## src/rtl/adc_scan_pkg.sv

```systemverilog
package adc_scan_pkg;

  localparam int FRAME_W      = 16;
  localparam int TAG_W        = 4;
  localparam int BIT_MANUAL   = 12;
  localparam int BIT_WR_EN    = 11;
  localparam int CH_LSB       = 7;
  localparam int BIT_RANGE_2X = 6;

  typedef struct packed {
    logic             vld;
    logic [TAG_W-1:0] ch;
  } slot_t;

  function automatic logic [FRAME_W-1:0] make_cmd(input logic [TAG_W-1:0] ch);
    logic [FRAME_W-1:0] w;
    w                          = '0;
    w[BIT_MANUAL]              = 1'b1;
    w[BIT_WR_EN]               = 1'b1;
    w[CH_LSB+TAG_W-1:CH_LSB]   = ch;
    w[BIT_RANGE_2X]            = 1'b1;
    return w;
  endfunction

endpackage

```

## src/rtl/adc_spi_frame.sv

```systemverilog
module adc_spi_frame #(
  parameter int SCLK_HALF = 2,
  parameter int CS_GAP    = 2
) (
  input  logic        clk,
  input  logic        rst_n,
  input  logic        launch_i,
  input  logic [15:0] tx_word_i,
  output logic        idle_o,
  output logic        done_o,
  output logic [15:0] rx_word_o,
  output logic        sclk_o,
  output logic        cs_n_o,
  output logic        mosi_o,
  input  logic        miso_i
);

  localparam int DIV_W = $clog2(SCLK_HALF + 1);
  localparam int GAP_W = $clog2(CS_GAP + 1);

  typedef enum logic [1:0] {F_IDLE, F_SHIFT, F_GAP} fst_t;

  fst_t             st_q, st_d;
  logic [DIV_W-1:0] div_q, div_d;
  logic [3:0]       bit_q, bit_d;
  logic [GAP_W-1:0] gap_q, gap_d;
  logic [15:0]      tx_q, tx_d, rx_q, rx_d;
  logic             sclk_q, sclk_d, cs_q, cs_d, done_q, done_d;
  logic             tick;

  assign tick = (div_q == DIV_W'(SCLK_HALF - 1));

  always_comb begin
    st_d   = st_q;
    div_d  = div_q;
    bit_d  = bit_q;
    gap_d  = gap_q;
    tx_d   = tx_q;
    rx_d   = rx_q;
    sclk_d = sclk_q;
    cs_d   = cs_q;
    done_d = 1'b0;
    case (st_q)
      F_IDLE: begin
        if (launch_i) begin
          st_d   = F_SHIFT;
          cs_d   = 1'b0;
          tx_d   = tx_word_i;
          div_d  = '0;
          bit_d  = '0;
          sclk_d = 1'b0;
        end
      end
      F_SHIFT: begin
        if (tick) begin
          div_d  = '0;
          sclk_d = ~sclk_q;
          if (!sclk_q) begin
            rx_d = {rx_q[14:0], miso_i};
          end else begin
            tx_d = {tx_q[14:0], 1'b0};
            if (bit_q == 4'd15) begin
              st_d   = F_GAP;
              cs_d   = 1'b1;
              done_d = 1'b1;
              gap_d  = '0;
            end else begin
              bit_d = bit_q + 4'd1;
            end
          end
        end else begin
          div_d = div_q + DIV_W'(1);
        end
      end
      F_GAP: begin
        if (gap_q == GAP_W'(CS_GAP - 1)) st_d = F_IDLE;
        else                             gap_d = gap_q + GAP_W'(1);
      end
      default: st_d = F_IDLE;
    endcase
  end

  always_ff @(posedge clk or negedge rst_n) begin
    if (!rst_n) begin
      st_q   <= F_IDLE;
      div_q  <= '0;
      bit_q  <= '0;
      gap_q  <= '0;
      tx_q   <= '0;
      rx_q   <= '0;
      sclk_q <= 1'b0;
      cs_q   <= 1'b1;
      done_q <= 1'b0;
    end else begin
      st_q   <= st_d;
      div_q  <= div_d;
      bit_q  <= bit_d;
      gap_q  <= gap_d;
      tx_q   <= tx_d;
      rx_q   <= rx_d;
      sclk_q <= sclk_d;
      cs_q   <= cs_d;
      done_q <= done_d;
    end
  end

  assign idle_o    = (st_q == F_IDLE);
  assign done_o    = done_q;
  assign rx_word_o = rx_q;
  assign sclk_o    = sclk_q;
  assign cs_n_o    = cs_q;
  assign mosi_o    = (st_q == F_SHIFT) & tx_q[15];

  assert_sclk_idle_R7: assert property (@(posedge clk) disable iff (!rst_n)
    cs_q |-> !sclk_q);
  assert_cs_gap_R7: assert property (@(posedge clk) disable iff (!rst_n)
    $fell(cs_q) |-> ($past(cs_q, 1) && $past(cs_q, 2)));
  assert_mosi_hold_R7: assert property (@(posedge clk) disable iff (!rst_n)
    (sclk_q && $past(sclk_q)) |-> $stable(mosi_o));

endmodule

```

## src/rtl/adc_low_pick.sv

```systemverilog
module adc_low_pick #(
  parameter int NUM_CH = 16
) (
  input  logic [NUM_CH-1:0] mask_i,
  output logic [3:0]        idx_o,
  output logic [NUM_CH-1:0] rest_o
);

  always_comb begin
    idx_o = '0;
    for (int i = NUM_CH - 1; i >= 0; i--) begin
      if (mask_i[i]) idx_o = 4'(i);
    end
  end

  assign rest_o = mask_i & (mask_i - NUM_CH'(1));

endmodule

```

## src/rtl/adc_result_unpack.sv

```systemverilog
module adc_result_unpack #(
  parameter int RES_BITS = 12
) (
  input  logic [15:0]         word_i,
  input  logic [3:0]          exp_ch_i,
  output logic [RES_BITS-1:0] sample_o,
  output logic                tag_err_o
);

  localparam int LOW = 12 - RES_BITS;

  logic [11:0] body;

  assign body      = word_i[11:0] >> LOW;
  assign sample_o  = body[RES_BITS-1:0];
  assign tag_err_o = (word_i[15:12] != exp_ch_i);

endmodule

```

## src/rtl/adc_scan_seq.sv

```systemverilog
module adc_scan_seq
  import adc_scan_pkg::*;
#(
  parameter int NUM_CH    = 16,
  parameter int RES_BITS  = 12,
  parameter int SCLK_HALF = 2,
  parameter int CS_GAP    = 2
) (
  input  logic                clk,
  input  logic                rst_n,
  input  logic                start_i,
  input  logic                single_i,
  input  logic [3:0]          single_ch_i,
  input  logic [NUM_CH-1:0]   chan_mask_i,
  output logic                busy_o,
  output logic                done_o,
  output logic                spi_sclk_o,
  output logic                spi_cs_n_o,
  output logic                spi_mosi_o,
  input  logic                spi_miso_i,
  output logic                res_valid_o,
  input  logic                res_ready_i,
  output logic [3:0]          res_chan_o,
  output logic [RES_BITS-1:0] res_data_o,
  output logic                res_err_o
);

  localparam int CNT_W = $clog2(NUM_CH + 3);

  logic                busy_q, busy_d, single_q, single_d, done_q, done_d;
  logic [3:0]          sch_q, sch_d;
  logic [NUM_CH-1:0]   pend_q, pend_d, pend_rest;
  logic [CNT_W-1:0]    idx_q, idx_d, total_q, total_d, mask_cnt;
  slot_t               p0_q, p0_d, p1_q, p1_d, p2_q, p2_d;
  logic                ov_q, ov_d, oerr_q, oerr_d;
  logic [3:0]          och_q, och_d, pick_ch, cur_ch;
  logic [RES_BITS-1:0] odat_q, odat_d, samp;
  logic                eng_idle, fr_done, launch, is_cmd, new_vld, tag_err;
  logic [15:0]         tx_word, rx_word;

  adc_low_pick #(.NUM_CH(NUM_CH)) u_pick (
    .mask_i (pend_q),
    .idx_o  (pick_ch),
    .rest_o (pend_rest)
  );

  adc_spi_frame #(.SCLK_HALF(SCLK_HALF), .CS_GAP(CS_GAP)) u_frame (
    .clk       (clk),
    .rst_n     (rst_n),
    .launch_i  (launch),
    .tx_word_i (tx_word),
    .idle_o    (eng_idle),
    .done_o    (fr_done),
    .rx_word_o (rx_word),
    .sclk_o    (spi_sclk_o),
    .cs_n_o    (spi_cs_n_o),
    .mosi_o    (spi_mosi_o),
    .miso_i    (spi_miso_i)
  );

  adc_result_unpack #(.RES_BITS(RES_BITS)) u_unpack (
    .word_i    (rx_word),
    .exp_ch_i  (p2_q.ch),
    .sample_o  (samp),
    .tag_err_o (tag_err)
  );

  always_comb begin
    mask_cnt = '0;
    for (int i = 0; i < NUM_CH; i++) mask_cnt = mask_cnt + CNT_W'(chan_mask_i[i]);
  end

  always_comb begin
    if (single_q) begin
      is_cmd  = (idx_q < CNT_W'(2));
      cur_ch  = sch_q;
      new_vld = (idx_q == '0);
    end else begin
      is_cmd  = |pend_q;
      cur_ch  = pick_ch;
      new_vld = is_cmd;
    end
    tx_word = is_cmd ? make_cmd(cur_ch) : 16'h0000;
  end

  assign launch = busy_q && eng_idle && (idx_q != total_q) && !ov_q;

  always_comb begin
    busy_d   = busy_q;
    single_d = single_q;
    sch_d    = sch_q;
    pend_d   = pend_q;
    idx_d    = idx_q;
    total_d  = total_q;
    p0_d     = p0_q;
    p1_d     = p1_q;
    p2_d     = p2_q;
    ov_d     = ov_q;
    och_d    = och_q;
    odat_d   = odat_q;
    oerr_d   = oerr_q;
    done_d   = 1'b0;
    if (!busy_q && start_i) begin
      idx_d = '0;
      p0_d  = '0;
      p1_d  = '0;
      p2_d  = '0;
      if (single_i) begin
        busy_d   = 1'b1;
        single_d = 1'b1;
        sch_d    = single_ch_i;
        total_d  = CNT_W'(3);
      end else if (|chan_mask_i) begin
        busy_d   = 1'b1;
        single_d = 1'b0;
        pend_d   = chan_mask_i;
        total_d  = mask_cnt + CNT_W'(2);
      end else begin
        done_d = 1'b1;
      end
    end
    if (launch) begin
      p2_d  = p1_q;
      p1_d  = p0_q;
      p0_d  = '{vld: new_vld, ch: cur_ch};
      idx_d = idx_q + CNT_W'(1);
      if (!single_q && is_cmd) pend_d = pend_rest;
    end
    if (ov_q && res_ready_i) ov_d = 1'b0;
    if (fr_done && p2_q.vld) begin
      ov_d   = 1'b1;
      och_d  = p2_q.ch;
      odat_d = samp;
      oerr_d = tag_err;
    end
    if (busy_q && fr_done && (idx_q == total_q)) begin
      busy_d = 1'b0;
      done_d = 1'b1;
    end
  end

  always_ff @(posedge clk or negedge rst_n) begin
    if (!rst_n) begin
      busy_q   <= 1'b0;
      single_q <= 1'b0;
      sch_q    <= '0;
      pend_q   <= '0;
      idx_q    <= '0;
      total_q  <= '0;
      p0_q     <= '0;
      p1_q     <= '0;
      p2_q     <= '0;
      ov_q     <= 1'b0;
      och_q    <= '0;
      odat_q   <= '0;
      oerr_q   <= 1'b0;
      done_q   <= 1'b0;
    end else begin
      busy_q   <= busy_d;
      single_q <= single_d;
      sch_q    <= sch_d;
      pend_q   <= pend_d;
      idx_q    <= idx_d;
      total_q  <= total_d;
      p0_q     <= p0_d;
      p1_q     <= p1_d;
      p2_q     <= p2_d;
      ov_q     <= ov_d;
      och_q    <= och_d;
      odat_q   <= odat_d;
      oerr_q   <= oerr_d;
      done_q   <= done_d;
    end
  end

  assign busy_o      = busy_q;
  assign done_o      = done_q;
  assign res_valid_o = ov_q;
  assign res_chan_o  = och_q;
  assign res_data_o  = odat_q;
  assign res_err_o   = oerr_q;

  assert_start_ignored_R8: assert property (@(posedge clk) disable iff (!rst_n)
    (busy_q && start_i) |=> $stable(total_q));
  assert_done_idle_R9: assert property (@(posedge clk) disable iff (!rst_n)
    done_q |-> !busy_q);
  assert_busy_end_R9: assert property (@(posedge clk) disable iff (!rst_n)
    $fell(busy_q) |-> done_q);
  assert_hold_R10: assert property (@(posedge clk) disable iff (!rst_n)
    (ov_q && !res_ready_i) |=> (ov_q && $stable(och_q) && $stable(odat_q) && $stable(oerr_q)));
  assert_no_loss_R10: assert property (@(posedge clk) disable iff (!rst_n)
    (fr_done && p2_q.vld) |-> !ov_q);

endmodule

```

## config.mk

```make
export PLATFORM = sky130hd
export DESIGN_NAME = adc_scan_seq
export DESIGN_NICKNAME = d
export VERILOG_FILES = /design/src/rtl/adc_scan_pkg.sv /design/src/rtl/adc_spi_frame.sv /design/src/rtl/adc_low_pick.sv /design/src/rtl/adc_result_unpack.sv /design/src/rtl/adc_scan_seq.sv
export SDC_FILE = /design/constraint.sdc
export NUM_CORES = 1
export LEC_CHECK = 0
export BUFFER_PORTS_ARGS = -buffer_cell sky130_fd_sc_hd__buf_4
export CAP_MARGIN = 20
export CORE_ASPECT_RATIO = 0.7
export CORE_UTILIZATION = 25
export CTS_BUF_LIST = sky130_fd_sc_hd__clkbuf_4
export DETAILED_ROUTE_END_ITERATION = 8
export GPL_TIMING_DRIVEN = 0
export PLACE_DENSITY = 0.52
export SETUP_SLACK_MARGIN = 0.5
export SKIP_LAST_GASP = 1
export SYNTH_ARGS = -nofsm -noshare
export SYNTH_HDL_FRONTEND = slang
export SYNTH_HIERARCHICAL = 1
export SYNTH_SLANG_ARGS = --single-unit
```

## constraint.sdc

```tcl
create_clock -name clk -period 4.5 [get_ports clk]
set_clock_uncertainty 0.1 [all_clocks]
set_input_delay 0.45 -clock clk [delete_from_list [all_inputs] [get_ports clk]]
set_output_delay 0.45 -clock clk [all_outputs]
set_load 0.01 [all_outputs]
```

==> out/metrics.cfg <==
[detailed_routing]
postRouteAntennaNets = 0
vias_per_cell = 4.34
drc = 0
firstDrtPassIters = 4
wl_mm = 12.9
drt_iter0_markers = 166
vias = 3980
routedWlPerCell_um = 14.1

[cells_and_area]
nets = 647
drive_gt1_share_pct = 29.2
final_cell_mix = dfrtp_1 (110), buf_4 (63), mux2_2 (52), nand2_1 (41), nor2_1 (35)
fill_cells = 2376
final_util_pct = 30.2
final_area_um2 = 6930
final_common_cell = dfrtp_1
n_antenna_cell = 0
area_growth_pct = 16.7

[sta]
tns_ns = 0
worst_slew_pin_slew_ns = 0.596
hold_violations = 0
max_slew_margin_pct = 59.7
setup_viol_count_final = 0
slew_viol_final = 0
period_share_pct = 73.0
fmax_mhz = 304
rsz0062_at_grt = false
min_period_ns = 3.28

[synth]
netlist_area_um2 = 5940
synthFlopType = dfrtp_1
synthCells = 531
synth_top_area_share_pct = 46.3
synthArstFlopShare_pct = 100
ys_ff_latch = 111
ys_warn_count = 6
synth_cell_types = 69
yosysSeqAreaShare_pct = 46.8
synth_area_leader_cell = dfrtp_1
synthTopCellsByArea = dfrtp_1 (46%), mux2_2 (9.9%), mux2_4 (4.0%), fa_1 (3.7%), mux2i_1 (3.5%)
synth-edff-count = 0
syn_avg_cell_area_um2 = 11.2

[grt]
grtUsageMet1_pct = 17.9
grt_use_total_pct = 11.5
grt_pass1_vias = 3998
antenna_found_initial = 0
grt_pass1_wl_mm = 21.7
grt-busiest-layer = met1
grt_max_degree = 63
overflow = 0
grtUsageMet3_pct = 2.49
met2_usage_pct = 15.9

[job]
drv_cap = 0

[critical_path]
start_kind = input pin
path_class = in2reg
worstSetupEndpointType = flip-flop
cp.arrival_ns = 3.60
worstPathMaxFanout = 3
worstPathRequired_ns = 4.82

[power]
cellLeakagePower_nw = 3.26
power_density_nw_per_um2 = 583
p_total_mw = 4.04
max-vdd-ir-drop_uv = 185

[placement]
port_buffers = 48
dp_hpwl_mm = 9.58
gp_congestion = 0.762
placed_area_um2 = 6750

[clock_network]
cts_tree = yes
clk_pin_slew_ns = 0.22
cts-root-buf = clkbuf_4
cts_htree_levels = 3
clkSinkCount = 111
clkLatencyLatePin_ns = 0.51
cts_resized = 0
numCtsBuffers = 9
cts.path.max_buffers = 2

[floorplanning]
die_x_um = 186
num_rows = 46
pin_count = 49
core_area_um2 = 23000
initial_core_util_pct = 25.9
dieArea_um2 = 24400
fp.dieH_um = 131

[outcome]
status = completed

[hold_path]
hold_class = in2reg

==> worst paths after layout <==
path,startpoint,end,slack [ns],cells past startpoint
worst max-delay path,chan_mask_i[0],total_q[3],1.22,12
worst min-delay path,spi_miso_i,u_frame/rx_word_o[0],0.06,2
worst max register to register,u_frame/st_q[1],u_frame/tx_q[13],1.61,10
worst min register to register,p0_q[2],p1_q[2],0.38,2
max in group asynchronous,rst_n,p0_q[2],3.31,3
min in group asynchronous,rst_n,u_frame/rx_word_o[8],0.32,2
==> where the power goes <==
part | switching [mW] | internal [mW]
registers | 0.347 | 1.37
logic | 0.833 | 0.957
clock network | 0.398 | 0.140
==> registers in the layout, indices dropped and copies added (netlist names), 4 cells and up <==
register and flops:
pend_q 16, u_frame/rx_word_o 16, u_frame/tx_q 16, res_data_o 12, idx_q 5, p0_q 5
p1_q 5, p2_q 5, total_q 5, res_chan_o 4, sch_q 4, u_frame/bit_q 4
==> logic make-up (layout without fill, tap and decap cells) <==
| family | Yosys count | in the layout | synth area share, % |
|---|---|---|---|
| buffers and inverters | 66 | 133 | 6.15 |
| multiplexers | 90 | 90 | 17.6 |
| flip-flops | 111 | 111 | 46.8 |
| XOR/XNOR | 13 | 13 | 1.92 |
| AO/OA/AOI/OAI | 77 | 77 | 8.38 |
| other | 2 | 10 | 0.126 |
| adder cells (fa/ha/maj) | 20 | 20 | 5.60 |
| AND/OR/NAND/NOR | 152 | 152 | 13.4 |
==> final cells by class <==
cell class                 count  area, um^2  area share, %
timing repair buffer          51         412           5.94
sequential                   111        2780           40.1
tap                          312         390           5.63
clock buffer                   9        67.6          0.974
buffer                        31         234           3.37
multi-input combinational    362        2830           40.8
clock inverter                 7        93.8           1.35
inverter                      35         131           1.89
==> what timing repair did <==
item / CTS / global route
hold endpoints to repair: 49 / 0
hold buffers: 2 / 0
buffers inserted: 0 / 0
==> through the flow <==
stage / std cells / hold slack [ns] / setup slack, ns
final: 918 / 0.0561 / 1.22
after floorplan: 539 / 0.0544 / 0.953
after global placement: 899 / 0.355 / 0.640
after global routing: 918 / 0.0000485 / 1.10
after detailed placement: 900 / 0.338 / 0.650
after CTS: 918 / 0.00690 / 1.24
==> cells in the mapped netlist (all sizes together) (2+ instances only) <==
| cell | instances |
|---|---|
| nor2b | 5 |
| nand4 | 3 |
| dfrtp | 110 |
| mux2i | 21 |
| nand3 | 27 |
| nor4 | 7 |
| nor4b | 2 |
| or3 | 2 |
| xor2 | 4 |
| nand4b | 2 |
| buf | 25 |
| and3 | 2 |
| o21ai | 20 |
| clkbuf | 6 |
| o31ai | 3 |
| nor2 | 36 |
| o21a | 4 |
| o211ai | 4 |
| and2 | 6 |
| inv | 35 |
| or4 | 2 |
| nand2 | 42 |
| ha | 9 |
| a31oi | 6 |
| o22ai | 2 |
| a21oi | 23 |
| xnor2 | 9 |
| a21o | 3 |
| nor3 | 6 |
| nand2b | 5 |
| fa | 11 |
| conb | 2 |
| mux2 | 69 |
==> worst max-delay path: stages <==
cell     delay (ns)
buf_4          0.14
fa_1           0.54
inv_1          0.06
fa_1           0.48
fa_1           0.44
fa_1           0.57
inv_1          0.06
ha_1           0.28
a21o_1         0.18
a21oi_1        0.17
xor2_1         0.16
o21ai_0        0.08
==> routing by layer <==
metal / routed length, um / vias up
li1: - / 1964
met1: 7240 / 1968
met2: 5170 / 39
met3: 391 / 9
met4: 125 / 0
met5: 0 / -
(Power assumes the default switching activity.)
